==> config.mk <==
export PLATFORM = sky130hd
export DESIGN_NAME = dma_cntext_top
export DESIGN_NICKNAME = d
export VERILOG_FILES = /design/src/rtl/dma_cntext_pkg.sv /design/src/rtl/dma_cntext_dp.sv /design/src/rtl/dma_cntext_ctrl.sv /design/src/rtl/dma_cntext_top.sv
export SDC_FILE = /design/constraint.sdc
export NUM_CORES = 1
export LEC_CHECK = 0
export BUFFER_PORTS_ARGS = -buffer_cell sky130_fd_sc_hd__buf_2
export CAP_MARGIN = 30
export CELL_PAD_IN_SITES_DETAIL_PLACEMENT = 1
export CELL_PAD_IN_SITES_GLOBAL_PLACEMENT = 1
export CORE_MARGIN = 3
export CORE_UTILIZATION = 31
export DETAILED_ROUTE_END_ITERATION = 16
export GPL_TIMING_DRIVEN = 1
export PLACE_DENSITY_LB_ADDON = 0.1
export SETUP_SLACK_MARGIN = 0.5
export SLEW_MARGIN = 20
export SYNTH_ARGS = -nofsm -noshare
export SYNTH_HDL_FRONTEND = slang
export SYNTH_HIERARCHICAL = 1
export SYNTH_SLANG_ARGS = --single-unit
==> constraint.sdc <==
create_clock -name clk -period 2 [get_ports clk]
set_clock_uncertainty 0.15 [all_clocks]
set_input_delay 0.4 -clock clk [delete_from_list [all_inputs] [get_ports clk]]
set_output_delay 0.4 -clock clk [all_outputs]
set_load 0.005 [all_outputs]
==> src/rtl/dma_cntext_pkg.sv <==
package dma_cntext_pkg;
  typedef struct packed {
    logic load;
    logic step;
  } ctrlStrobes_t;
endpackage

==> src/rtl/dma_cntext_dp.sv <==
module dma_cntext_dp
  import dma_cntext_pkg::*;
#(
  parameter int ADDR_W = 18,
  parameter int CNT_W  = 14,
  parameter int EXT_W  = 2,
  localparam int PHYS_W = ADDR_W + EXT_W
) (
  input  logic              clk,
  input  logic              rst_n,
  input  ctrlStrobes_t      strb,
  input  logic [ADDR_W-1:0] startAddr,
  input  logic [CNT_W-1:0]  startCount,
  input  logic              extDisable,
  output logic              startZero,
  output logic              countLast,
  output logic [PHYS_W-1:0] physAddr,
  output logic [CNT_W-1:0]  curCount
);
  logic [ADDR_W-1:0] addrQ;
  logic [CNT_W-1:0]  countQ;
  logic [EXT_W-1:0]  extQ;
  logic [EXT_W-1:0]  extNext;

  assign extNext   = extDisable ? '0 : ~startCount[CNT_W-1 -: EXT_W];
  assign startZero = (startCount == '0);
  assign countLast = (countQ == '1);

  always_ff @(posedge clk) begin
    if (!rst_n) begin
      addrQ  <= '0;
      countQ <= '0;
      extQ   <= '0;
    end else if (strb.load) begin
      addrQ  <= startAddr;
      countQ <= startCount;
      extQ   <= extNext;
    end else if (strb.step) begin
      addrQ  <= addrQ + 1'b1;
      countQ <= countQ + 1'b1;
    end
  end

  assign physAddr = {extQ, addrQ};
  assign curCount = countQ;

  p_step_addr_r5: assert property (@(posedge clk) disable iff (!rst_n)
    strb.step && !strb.load |=> physAddr[ADDR_W-1:0] == $past(physAddr[ADDR_W-1:0]) + 1'b1);
  p_step_count_r5: assert property (@(posedge clk) disable iff (!rst_n)
    strb.step && !strb.load |=> curCount == $past(curCount) + 1'b1);
  p_ext_hold_r6: assert property (@(posedge clk) disable iff (!rst_n)
    !strb.load |=> $stable(physAddr[PHYS_W-1:ADDR_W]));
  p_ext_off_r4: assert property (@(posedge clk) disable iff (!rst_n)
    strb.load && extDisable |=> physAddr[PHYS_W-1:ADDR_W] == '0);
  p_idle_hold_r10: assert property (@(posedge clk) disable iff (!rst_n)
    !strb.load && !strb.step |=> $stable(physAddr) && $stable(curCount));
endmodule

==> src/rtl/dma_cntext_ctrl.sv <==
module dma_cntext_ctrl
  import dma_cntext_pkg::*;
(
  input  logic         clk,
  input  logic         rst_n,
  input  logic         start,
  input  logic         wordAck,
  input  logic         startZero,
  input  logic         countLast,
  output ctrlStrobes_t strb,
  output logic         busy,
  output logic         done,
  output logic         irq
);
  logic finish;

  assign strb.load = start && !busy;
  assign strb.step = wordAck && busy;
  assign finish    = strb.step && countLast;

  always_ff @(posedge clk) begin
    if (!rst_n) begin
      busy <= 1'b0;
      done <= 1'b0;
      irq  <= 1'b0;
    end else if (strb.load) begin
      busy <= !startZero;
      done <= startZero;
      irq  <= startZero;
    end else if (finish) begin
      busy <= 1'b0;
      done <= 1'b1;
      irq  <= 1'b1;
    end else begin
      irq  <= 1'b0;
    end
  end

  p_busy_done_excl_r7: assert property (@(posedge clk) disable iff (!rst_n)
    !(busy && done));
  p_irq_done_r7: assert property (@(posedge clk) disable iff (!rst_n)
    irq |-> done && !busy);
  p_finish_r7: assert property (@(posedge clk) disable iff (!rst_n)
    finish |=> irq && done && !busy);
  p_start_ignored_r8: assert property (@(posedge clk) disable iff (!rst_n)
    busy && !finish |=> busy);
  p_zero_start_r9: assert property (@(posedge clk) disable iff (!rst_n)
    start && !busy && startZero |=> !busy && done && irq);
endmodule

==> src/rtl/dma_cntext_top.sv <==
module dma_cntext_top
  import dma_cntext_pkg::*;
#(
  parameter int ADDR_W = 18,
  parameter int CNT_W  = 14,
  parameter int EXT_W  = 2,
  localparam int PHYS_W = ADDR_W + EXT_W
) (
  input  logic              clk,
  input  logic              rst_n,
  input  logic              start,
  input  logic [ADDR_W-1:0] startAddr,
  input  logic [CNT_W-1:0]  startCount,
  input  logic              extDisable,
  input  logic              wordAck,
  output logic [PHYS_W-1:0] physAddr,
  output logic [CNT_W-1:0]  curCount,
  output logic              busy,
  output logic              done,
  output logic              irq
);
  ctrlStrobes_t strb;
  logic startZero;
  logic countLast;

  dma_cntext_ctrl i_ctrl (
    .clk(clk), .rst_n(rst_n), .start(start), .wordAck(wordAck),
    .startZero(startZero), .countLast(countLast), .strb(strb),
    .busy(busy), .done(done), .irq(irq)
  );

  dma_cntext_dp #(.ADDR_W(ADDR_W), .CNT_W(CNT_W), .EXT_W(EXT_W)) i_dp (
    .clk(clk), .rst_n(rst_n), .strb(strb), .startAddr(startAddr),
    .startCount(startCount), .extDisable(extDisable),
    .startZero(startZero), .countLast(countLast),
    .physAddr(physAddr), .curCount(curCount)
  );
endmodule

# Word-level counts from Yosys, hierarchy flattened
# Cells that the tools add are included.
# word_totals
reg_bits	37
latchBits	0
ramBits	0
romBits	0
wordCells	29
n_memories	0
# classes
n_addsub	2
n_mul	0
div	0
n_lt_le_gt_ge	0
eq_ne	1
shift	0
muxes	11
bitwise	1
reduce_logical	8
# ops
cell	count
2-to-1 mux 18 bit	2
2-to-1 mux 14 bit	2
adder 18 x 1 -> 18 bit (second input constant)	1
adder 14 x 1 -> 14 bit (second input constant)	1
equality test 14 bit (second input constant)	1
zero test 14 bit	1
2-to-1 mux 1 bit	6
nonzero test 2 bit	2
logical AND 1 bit	3
zero test 1 bit	2
2-to-1 mux 2 bit	1
NOT 2 bit	1

# Depth between registers and ports, before layout
# depth
ltp_word	4
depth_mapped	7

# By module
# Netlist, hierarchy kept.
# by_module_without_submodules
mod	instances	cells_per_inst	area_each_um2
dma_cntext_dp	1	232	1849.3
dma_cntext_ctrl	1	14	143.9

# Worst setup path after synthesis
# OpenSTA, ideal clock, no wires.
# synth_path
path_kind	register to register
from	register i_ctrl.busy
to	register i_dp.addrQ[17]
setup_ps	74
t_arrival_ps	1876
required_time_ps	1776
path_slack_ps	-100
stages_incl_launch_ff	7
cell_sequence	dfxtp_1 > and2_1 > clkbuf_1 > nand3_1 > or3_4 > or4_1 > a31oi_1
# synth_rtl
item	line	text
from (decl)	dma_cntext_ctrl.sv:11	output logic busy,
from (signal assigned)	dma_cntext_ctrl.sv:27	busy <= !startZero;
to (signal assigned)	dma_cntext_dp.sv:35	addrQ <= startAddr;
to (signal assigned)	dma_cntext_dp.sv:39	addrQ <= addrQ + 1'b1;
to (decl)	dma_cntext_dp.sv:20	logic [ADDR_W-1:0] addrQ;

# Worst setup path after layout
# layout_path
from	register i_dp.addrQ[10]
to	register i_dp.addrQ[17]
# layout_between
elab_chain_len	3
# layout_rtl
item	line	text
adder 18 x 1 -> 18 bit	dma_cntext_dp.sv:39	
2-to-1 mux 18 bit	dma_cntext_dp.sv:38	end else if (strb.step) begin
2-to-1 mux 18 bit	dma_cntext_dp.sv:34	end else if (strb.load) begin
# No other way between the ends. The select of a mux whose other input is x is not followed.
# A chain may end at the register's enable or synchronous reset.

==> impl_metrics.yaml <==
layout:
  layout.nets: 392
  layout-drive-gt1-share_pct: 51.41
  antenna_cells: 0
  fillers: 722
  final_cell_area_mm2: 0.003134
  syn_to_final_growth_pct: 57.25
floorplan:
  io_pins: 74
  die_area_mm2: 0.007428
  core_area_mm2: 0.006061
  fp.dieW_um: 86.19
  row_count: 28
  die_height_um: 86.19
  initial_core_util_pct: 32.89
sta:
  rsz0062_at_grt: "yes"
  fin_crit_ns: 1.684
  worstMarginPinSlew_ns: 0.3864
  setup_viol_count_final: 0
  fin_tns_setup_ns: 0
  slew_violations: 0
  slew_headroom_pct: 74.00
  max_freq_mhz: 593.7
  timing.final.crit_share_pct: 84.21
  finalHoldViolations: 0
routing:
  drt-pass1-iter-count: 5
  drtIter0Drc: 68
  num_vias: 2282
  ant_nets: 0
  routedWlPerCell_um: 17.66
  drc: 0
  routed_via_density: 5.319
  wirelength_um: 7574
placement:
  port_buffers: 73
  place_congestion: 0.7768
  hpwl_um: 5168
  post_dp_cell_area_mm2: 0.002615
clocking:
  clk_latency_ns: 0.29
  clk_pin_slew_ns: 0.08
  clkSinkCount: 37
  cts_tree: "built"
  clockRootBuffer: "clkbuf_8"
  cts_max_level: 2
  ctsHoldBuffers: 0
  clock_path_buffers: 2
  cts_buffers: 5
synthesis:
  synth_edf_count: 0
  synth-seq-cells: 37
  synth_cell_type_count: 40
  syn_avg_cell_area_um2: 8.102
  synth_nets: 285
  syn_area_mm2: 0.001993
  synth-async-reset-ratio_pct: 0
  ys_warn_count: 6
  postSynthCellCount: 246
  yosys-top-cells-area: "dfxtp_1, xnor2_1, a21oi_1"
  synth_top_area_cell: "dfxtp_1"
  ys.flop_type: "dfxtp_1"
  synth_top_area_share_pct: 37.16
  ys_seq_area_share_pct: 37.16
worst_setup_path:
  crit_fanout: 7
  worstPathRequired_ns: 2.07
  startpoint_type: "register"
  endpoint_kind: "register"
  critical_path_class: "register to register"
  critPathArrivalTime_ns: 1.76
global_routing:
  grt_max_degree: 37
  grt_overflow: 0
  antenna_found_initial: 0
  grt_usage_pct: 19.03
  grt_pass1_vias: 2242
  grt_pass1_wl_um: 11230
power_and_ir_drop:
  ir_worst_vdd_mv: 0.2704
  p_leak_nw: 1.316
  power_per_cell_area_mw_per_mm2: 562.0
run:
  drv_cap: 0
worst_hold_path:
  min-delay-path-class: "primary input to register"
outcome:
  status: "finished, final reports clean"
## Yosys cell counts, types with 2 or more instances
cell and n:
or2_2 3, nor3b_1 3, and2_1 2, and3_1 3
dfxtp_1 37, nor2b_1 2, nor4_1 11, a211oi_1 3
o31ai_1 3, a31oi_1 4, o21ai_0 17, clkbuf_1 11
inv_1 7, nand2_1 19, xor2_1 7, nand4_1 10
nand3b_1 2, ha_1 2, o22ai_1 2, xnor2_1 18
nand2b_1 2, nor3_1 8, nor2_1 18, or4_1 4
mux2i_1 5, a21oi_1 24, nand3_1 6
## layout by cell type (no fill, tap or decap), types with 4 or more instances in the layout
master / instances
buf_2: 70
buf_4: 36
a21oi_1: 23
xnor2_1: 18
nor2_1: 17
nand2_1: 16
dfxtp_2: 14
o21ai_0: 13
dfxtp_4: 12
dfxtp_1: 11
nand4_1: 10
xor2_1: 7
inv_1: 6
clkbuf_8: 5
nor4_4: 5
nor3_2: 5
mux2i_1: 5
buf_6: 5
nor4_1: 4
a31oi_1: 4
## stage by stage
| step | instances | setup slack [ns] | utilization (%) | power [mW] | hold slack (ns) |
|---|---|---|---|---|---|
| 2_1_floorplan | 246 | 0.1041 | - | 1.023 | 0.3325 |
| 3_3_place_gp | 397 | 0.07836 | 43.15 | 1.180 | 0.3205 |
| 3_5_place_dp | 397 | 0.05387 | 43.15 | 1.185 | 0.3381 |
| 4_1_cts | 419 | 0.3386 | 47.96 | 1.738 | 0.1898 |
| 5_1_grt | 429 | 0.2513 | 51.71 | 1.852 | 0.2342 |
| 6_report | 429 | 0.3157 | 51.71 | 1.761 | 0.2053 |
## per-layer routing
metal / global-route usage (%) / routed length [µm] / up-vias
li1: - / - / 1103
met1: 25.54 / 3483 / 1105
met5: 0 / 0 / -
met3: 3.897 / 401 / 6
met4: 4.533 / 72 / 0
met2: 31.39 / 3617 / 68
## cell families after synthesis
group | after synthesis | synth area share [%]
AOI/OAI and AO/OA | 59 | 17.20
xor gates and xnor gates | 25 | 10.99
adders and majority gates | 2 | 1.255
buffers and inverters | 20 | 4.143
DFF | 37 | 37.16
muxes | 6 | 3.076
and+or+nand+nor | 97 | 26.18
## critical path: stages (launching register included)
cell and delay (ns):
dfxtp_4 0.38, nand3_4 0.15, or2_2 0.34, or4_1 0.47, a31oi_1 0.13
## cell type report
cell class / count / area [µm²] / area share, %
clock inverter: 3 / 12.51 / 0.3992
timing repair buffer: 113 / 721.9 / 23.03
inverter: 7 / 28.78 / 0.9182
multi-input combinational: 189 / 1405 / 44.83
tap: 75 / 93.84 / 2.994
clock buffer: 5 / 68.82 / 2.196
sequential: 37 / 803.3 / 25.63
## power by group
group / leakage (nW) / switching (mW) / internal (mW) / total, mW
Combinational: 0.955 / 0.193 / 0.197 / 0.389
Clock: 0.0430 / 0.282 / 0.235 / 0.517
Sequential: 0.318 / 0.0640 / 0.791 / 0.855
## timing repair
| item | 4_1_cts | 5_1_grt |
|---|---|---|
| resized for setup | 32 | 31 |
| setup endpoints to repair | 33 | 30 |
| buffers inserted | 14 | 9 |
| gates cloned | 0 | 1 |
| pin swaps | 7 | 7 |
## final timing paths
path                       start              to  slack, ns  depth (start not counted)
setup / recovery  i_dp/addrQ[10]  i_dp/addrQ[17]       0.32                          4
hold / removal      startAddr[4]   i_dp/addrQ[4]       0.21                          3
setup reg to reg  i_dp/addrQ[10]  i_dp/addrQ[17]       0.32                          4
hold reg to reg     i_dp/extQ[0]    i_dp/extQ[0]       0.35                          2
## registers in the layout, indices dropped and copies added, names as in the netlist
register       cells
i_ctrl/irq         1
i_dp/addrQ        18
i_ctrl/done        1
i_dp/extQ          2
i_ctrl/busy        1
i_dp/curCount     14
Note: power is estimated with default switching activity, not from simulation.
